--- src/rtl/lift2_ctrl.sv ---
module lift2_ctrl #(
  parameter int DWELL_CYCLES = 16
) (
  input  logic       clk,
  input  logic       rst,
  input  logic       call_lo,
  input  logic       call_hi,
  input  logic       car_lo,
  input  logic       car_hi,
  input  logic       hold_btn,
  input  logic       at_floor,
  output logic       door_shut,
  output logic       moving,
  output logic       heading_down,
  output logic [6:0] seg7
);
  localparam int CW = (DWELL_CYCLES > 1) ? $clog2(DWELL_CYCLES) : 1;
  localparam logic [CW-1:0] RELOAD = CW'(DWELL_CYCLES - 1);

  typedef enum logic [2:0] {
    LO_OPEN = 3'b000, LO_SHUT = 3'b100, RISE = 3'b110,
    HI_OPEN = 3'b001, HI_SHUT = 3'b101, FALL = 3'b111
  } st_t;

  st_t st, nx;
  logic [4:0] flg, btn, eff, clr;
  logic [CW-1:0] cnt;
  logic upper;

  // bit order: 0 call_lo, 1 call_hi, 2 car_lo, 3 car_hi, 4 hold
  assign btn = {hold_btn, car_hi, car_lo, call_hi, call_lo};
  assign eff = flg | btn;

  wire lo_req  = eff[0] | eff[2];
  wire hi_req  = eff[1] | eff[3];
  wire hold    = eff[4];
  wire expired = (cnt == '0);
  wire nx_lo   = (nx == LO_OPEN);
  wire nx_hi   = (nx == HI_OPEN);
  wire in_open = (st == LO_OPEN) || (st == HI_OPEN);

  always_comb begin
    nx = st;
    case (st)
      LO_OPEN: if (hi_req) nx = RISE;
               else if (expired && !hold) nx = LO_SHUT;
      HI_OPEN: if (lo_req) nx = FALL;
               else if (expired && !hold) nx = HI_SHUT;
      LO_SHUT: if (hold || eff[0]) nx = LO_OPEN;
               else if (hi_req) nx = RISE;
      HI_SHUT: if (hold || eff[1]) nx = HI_OPEN;
               else if (lo_req) nx = FALL;
      RISE:    if (at_floor) nx = HI_OPEN;
      FALL:    if (at_floor) nx = LO_OPEN;
      default: nx = LO_OPEN;
    endcase
  end

  assign clr = {nx_lo | nx_hi, nx_hi, nx_lo, nx_hi, nx_lo};

  always_ff @(posedge clk) begin
    if (rst) begin
      st    <= LO_OPEN;
      flg   <= '0;
      cnt   <= RELOAD;
      upper <= 1'b0;
    end else begin
      st  <= nx;
      flg <= eff & ~clr;
      if ((nx_lo || nx_hi) && (nx != st || hold)) cnt <= RELOAD;
      else if (in_open && !expired) cnt <= cnt - 1'b1;
      if (at_floor && st == RISE) upper <= 1'b1;
      if (at_floor && st == FALL) upper <= 1'b0;
    end
  end

  assign {door_shut, moving, heading_down} = st;
  assign seg7 = upper ? 7'h5B : 7'h06;
endmodule

--- config.mk ---
export PLATFORM = sky130hd
export DESIGN_NAME = lift2_ctrl
export DESIGN_NICKNAME = d
export VERILOG_FILES = /design/src/rtl/lift2_ctrl.sv
export SDC_FILE = /design/constraint.sdc
export NUM_CORES = 1
export LEC_CHECK = 0
export ABC_AREA = 1
export BUFFER_PORTS_ARGS = -buffer_cell sky130_fd_sc_hd__buf_2
export CAP_MARGIN = 20
export CORE_MARGIN = 3
export CORE_UTILIZATION = 50
export CTS_BUF_LIST = sky130_fd_sc_hd__clkbuf_2 sky130_fd_sc_hd__clkbuf_4 sky130_fd_sc_hd__clkbuf_8
export DETAILED_ROUTE_END_ITERATION = 16
export MAX_ROUTING_LAYER = met4
export PLACE_DENSITY = 0.75
export SETUP_SLACK_MARGIN = 0.15
export SYNTH_ARGS = -nofsm -noshare
export SYNTH_HDL_FRONTEND = slang
export SYNTH_SLANG_ARGS = --single-unit
--- constraint.sdc ---
create_clock -name clk -period 1.95 [get_ports clk]
set_input_delay 0.0975 -clock clk [delete_from_list [all_inputs] [get_ports clk]]
set_output_delay 0.0975 -clock clk [all_outputs]
set_load 0.02 [all_outputs]
==> flow_summary.ini, run 1 <==
[finish]
num_antenna_cells = 0
final_nets = 140
drive_gt1_frac = 0.209
syn_to_final_growth_pct = 10.4

[synthesis]
synthSimpleGateAreaFrac = 0.336
syn-cell-area_sq_um = 757
synth_fp_nets = 126
avgSynthCellArea_sq_um = 6.53
synth_fa_ha_area_frac = 0.0331
synth_most_common_cell = nand2_1
ys.flop_type = dfxtp_1
synth-seq-cells = 13
synth_area_leader_cell = dfxtp_1
synth_common_cells = 28 x nand2_1, 18 x inv_1, 17 x nor2_1, 13 x dfxtp_1
synth_compound_area_frac = 0.0843
yosysSeqAreaShare = 0.344
synth_top_family_by_area = simple AND/OR/NAND/NOR gates
synth-xor-area-share = 0.0347
ys_top_cells_by_area = dfxtp_1 34%, nand2_1 14%, inv_1 8.9%
synth_cells = 116
synth_edf_count = 0
synth_top_area_share = 0.344
synth_mux_area_frac = 0
async_flop_share = 0
synth_warnings = 0
ys_types = 21

[setup_path]
crit_required_ns = 2.11
worst_ep_arrival_time_ns = 1.69
rr_worst_depth = 11
critical_path_class = flip-flop to flip-flop
rr_endpoint = cnt[0]
cp_max_fo = 8
startpoint_type = flip-flop
worst_setup_path_end_kind = flip-flop
timing.rr.start = st[1]
rrSetupSlack_ns = 0.42

[hold_path]
hp-start = rst
min_path_type = primary input to flip-flop
whs_path_depth = 2
whs_endpoint = st[1]

[detailed_routing]
drt-pass1-iter-count = 4
routed_wl_um = 1480
drc_errors = 0
vias = 708
detail-route-antenna-nets = 0
drt_iter0_drc = 35
post_drt_wl_per_cell_um = 10.3
routed_via_density = 4.92

[clock_network]
htree_num_levels = 1
clk_root_buffer_cell = clkbuf_4
clockBufferDepth = 2
path_clk_slew_ns = 0.08
cts_hold_buf = 0
cts_tree = built
cts_resized = 0
cts_buffers = 3
clk_latency_ns = 0.27
clock-sinks = 13
postCtsSetupBuffers = 0

[power_and_ir_drop]
cellLeakagePower_nw = 0.475
power.density_nw_per_um2 = 1240
finalPower_w = 0.00104
peakVddDrop_mv = 0.632

[die]
top_level_ports = 18
die_y_um = 44.9
rows = 13
core_area_sq_um = 1370
fp.dieW_um = 44.9
initial_core_util = 0.554
die-area_sq_um = 2020

[sta]
finalMaxSlewViolations = 0
finalCriticalPeriod_ns = 1.53
fmax_ghz = 0.652
setup_viol = 0
rsz0062_at_grt = no
setup_slack_ns = 0.417
finClkSkew_ns = 0.00336
tns_ns = 0
finalCritPeriodShare = 0.786
hold_violations = 0

[global_routing]
overflow = 0
track_usage = 0.180
grt_max_degree = 9
grt_pass1_vias = 619
grt_pass1_wl_um = 2530
antenna_found_initial = 0

[outcome]
status = finished clean

[place]
port_buffers = 15
gp_congestion = 0.849
place_ws_ns = 0.422
dp_hpwl_um = 1220

[flow_run]
cap_violations = 0
[metal layers]
layer  global-route usage  up-vias  share of wire
met2                0.255       28           0.43
met5                    -        -              0
met3               0.0438        2          0.086
met4               0.0877        0         0.0088
met1                0.238      304           0.48
li1                     -      374              -
[sequential cells by signal, summed over array words and instances, names as in the netlist]
signal	count
cnt	4
flg	5
st	3
upper	1
[kinds of logic after synthesis]
kind of cell	after synthesis
other	2
buffers and inverters	26
adders and majority gates	2
AOI/OAI and AO/OA	10
and+or+nand+nor	60
DFF	13
xor gates and xnor gates	3
[cell usage in the layout (no fill, tap or decap)]
master	n
nand3_1	6
a31oi_1	1
buf_2	15
o21bai_2	1
xor2_1	3
a21oi_1	3
o21ai_2	1
nand2_1	28
inv_2	2
nor3_1	1
nand4_1	3
nand2_2	2
ha_1	2
clkbuf_4	4
inv_1	18
nor2_2	2
nor2b_1	1
o21ai_0	3
nor2_1	17
dfxtp_1	13
conb_1	2
a211oi_1	1
[worst max path at each step]
stage / start / endpoint / slack (ns) / cells after the start
finish: st[1] / cnt[0] / 0.42 / 11
global route: st[1] / cnt[0] / 0.24 / 11
detailed placement: st[1] / cnt[0] / 0.42 / 11
floorplan: st[2] / cnt[0] / 0.51 / 11
CTS: st[1] / cnt[0] / 0.41 / 11
global placement: cnt[0] / cnt[0] / 0.45 / 10
[worst max-delay path, stage by stage, from the launching register on]
cell	delay [ns]
dfxtp_1	0.49
inv_2	0.11
nand2_2	0.10
nor2_2	0.05
nand2_1	0.06
nand3_1	0.07
nand2_1	0.11
nand2_1	0.06
nand2_1	0.06
nand2_1	0.06
o21ai_2	0.18
nand2_1	0.08
[area by class of cell]
type | count | area, sq um
multi-input combinational | 77 | 377
timing repair buffer | 15 | 75.1
clock buffer | 4 | 30.0
fill | 146 | 531
sequential | 13 | 260
inverter | 20 | 75.1
tap | 15 | 18.8
[metrics by stage]
stage / area [sq um] / util / hold slack, ns / std cells
floorplan: 757 / - / 0.167 / 116
global placement: 806 / 0.590 / 0.320 / 140
detailed placement: 806 / 0.590 / 0.319 / 140
CTS: 836 / 0.612 / 0.0290 / 144
global route: 836 / 0.612 / 0.0384 / 144
finish: 836 / 0.612 / 0.0379 / 144
[power by group]
group / switching (W) / internal (W)
clock network: 0.0000878 / 0.0000932
logic: 0.000316 / 0.000156
registers: 0.0000522 / 0.000331
total: 0.000456 / 0.000580
No activity file was read; power rests on OpenSTA's default activity.
==> run 2, diff against run 1 <==
Settings changed: CORE_UTILIZATION 50 to 49, PLACE_DENSITY 0.75 to 0.77.
Clock period 1.95 ns to 1.4 ns, I/O delays scaled along.
==> flow_summary.ini, run 2 (synthesis results as in run 1) <==
[finish]
regMostFlops = flg
final_nets = 153
utilization = 0.826
largest_reg_flops = 5
reg_top3 = flg x5, cnt x4, st x3
fill_cells = 80
mostFrequentLayoutCell = nand2_1
final_cell_mix = 19 x nand2_1, 15 x buf_2, 12 x inv_1, 10 x buf_4, 9 x nor2_1
num_antenna_cells = 0
drive_gt1_frac = 0.528
syn_to_final_growth_pct = 49.1

[power_and_ir_drop]
pwr-share-clk = 0.127
power.switching_w = 0.000966
internal_power_w = 0.00114
p_sw_frac = 0.460
p_comb_frac = 0.594
cellLeakagePower_nw = 0.561
peakVddDrop_mv = 1.18
seqPwrFrac = 0.279
power.density_nw_per_um2 = 1860

[global_routing]
grt_max_degree = 8
grt_pass1_wl_um = 3170
antenna_found_initial = 0
grt_pass1_vias = 771
track_usage = 0.221
overflow = 0

[sta]
finalCriticalPeriod_ns = 1.43
finalCritPeriodShare = 1.02
hold_violations = 0
fmax_ghz = 0.697
hold_slack_ns = 0.0284
finalMaxSlewViolations = 0
setup_slack_ns = -0.0337
setup_viol = 6
finClkSkew_ns = 0.00111
rsz0062_at_grt = yes

[die]
rows = 13
top_level_ports = 18
initial_core_util = 0.554
fp.dieW_um = 45.3
core_area_sq_um = 1370
die-area_sq_um = 2050
die_y_um = 45.3

[detailed_routing]
routed_via_density = 5.54
vias = 869
routed_wl_um = 2390
drt_iter0_drc = 26
drc_errors = 0
detail-route-antenna-nets = 0
post_drt_wl_per_cell_um = 15.2
drt-pass1-iter-count = 4

[setup_path]
slowest_delay_ns = 0.33
cp_slowest_cell = dfxtp_2
rr_endpoint = flg[4]
rr_worst_depth = 11
worstPathCellList = inv_2 -> ha_4 -> nand4_1 -> nand2_1 -> nand2_2 -> nand2_2 -> inv_4 -> nand2_4 -> nand2_4 -> buf_4 -> nor2_1
rrSetupSlack_ns = -0.03
startpoint_type = flip-flop
cp_max_fo = 3
timing.rr.start = cnt[1]
worst_ep_arrival_time_ns = 1.65
worst_setup_path_end_kind = flip-flop
critical_path_class = flip-flop to flip-flop
crit_required_ns = 1.62

[clock_network]
clockBufferDepth = 2
cts_tree = built
htree_num_levels = 1
path_clk_slew_ns = 0.08
clk_root_buffer_cell = clkbuf_4
clk_latency_ns = 0.28
clock-sinks = 13
cts_buffers = 3

[flow_run]
cap_violations = 0

[place]
gp_congestion = 0.869
dp_hpwl_um = 1220
place_ws_ns = -0.0313
port_buffers = 15

[outcome]
violations = negative setup slack
status = complete, but fails checks

[hold_path]
whs_endpoint = flg[2]
hp-start = car_lo
min_path_type = primary input to flip-flop
whs_path_depth = 3
-- run 2: cell types whose count changed in the layout (fill, tap and decap cells not counted), moves of 5 or more --
cell,before,now
inv_1,18,12
buf_4,0,10
nor2_1,17,9
nand2_2,2,8
dfxtp_1,13,6
nor2_4,0,5
nand2_1,28,19
-- run 2: worst max path at each step --
stage / start / end / slack [ns] / depth (start not counted)
final: cnt[1] / flg[4] / -0.03 / 11
after floorplan: st[1] / cnt[0] / 0.14 / 11
after CTS: cnt[0] / cnt[0] / 0.05 / 10
after global routing: st[2] / cnt[0] / -0.11 / 11
after global placement: flg[4] / cnt[1] / -0.04 / 8
after detailed placement: flg[4] / cnt[0] / -0.03 / 8
-- run 2: power groups by stage --
stage | Combinational (W) | Sequential, W | Clock [W]
floorplan | 0.000538 | 0.000595 | 0
global placement | 0.000731 | 0.000573 | 0
detailed placement | 0.000738 | 0.000577 | 0
CTS | 0.000891 | 0.000566 | 0.000273
global route | 0.00134 | 0.000595 | 0.000284
finish | 0.00125 | 0.000587 | 0.000267
-- run 2: repair_timing --
item / CTS / global route
pin swaps: 6 / 17
setup buffers: 3 / 6
hold buffers: 2 / 0
cloned: 0 / 0
endpoints found under the hold margin: 2 / 0
resized for setup: 7 / 33
endpoints found under the setup margin: 10 / 11
-- run 2: final cells by class --
type | instances | area [sq um] | share of cell area
Clock buffer | 4 | 30.0 | 0.0266
Inverter | 20 | 90.1 | 0.0798
Multi-Input combinational cell | 77 | 523 | 0.463
Sequential cell | 13 | 277 | 0.245
Tap cell | 15 | 18.8 | 0.0166
Timing Repair Buffer | 28 | 190 | 0.169
-- run 2: layer usage --
layer / share of wire / vias to the layer above / global-route usage
li1: - / 401 / -
met1: 0.38 / 402 / 0.247
met2: 0.51 / 54 / 0.364
met3: 0.087 / 12 / 0.0677
met4: 0.024 / 0 / 0.0877
met5: 0 / - / -
-- run 2: worst max-delay path: cells and delay by family, from the launching register on --
kind	cells	cell delay, ns
AND/OR/NAND/NOR	7	0.63
flip-flops	1	0.33
buffers and inverters	3	0.27
adder cells (fa/ha/maj)	1	0.14
-- run 2: metrics by stage --
stage	instance area (sq um)	instances	TNS, ns	power (W)
CTS	971	151	0	0.00173
global placement	863	142	-0.126	0.00130
detailed placement	863	142	-0.0759	0.00132
finish	1130	157	-0.0823	0.00210
floorplan	800	116	0	0.00113
global route	1130	157	-0.725	0.00222
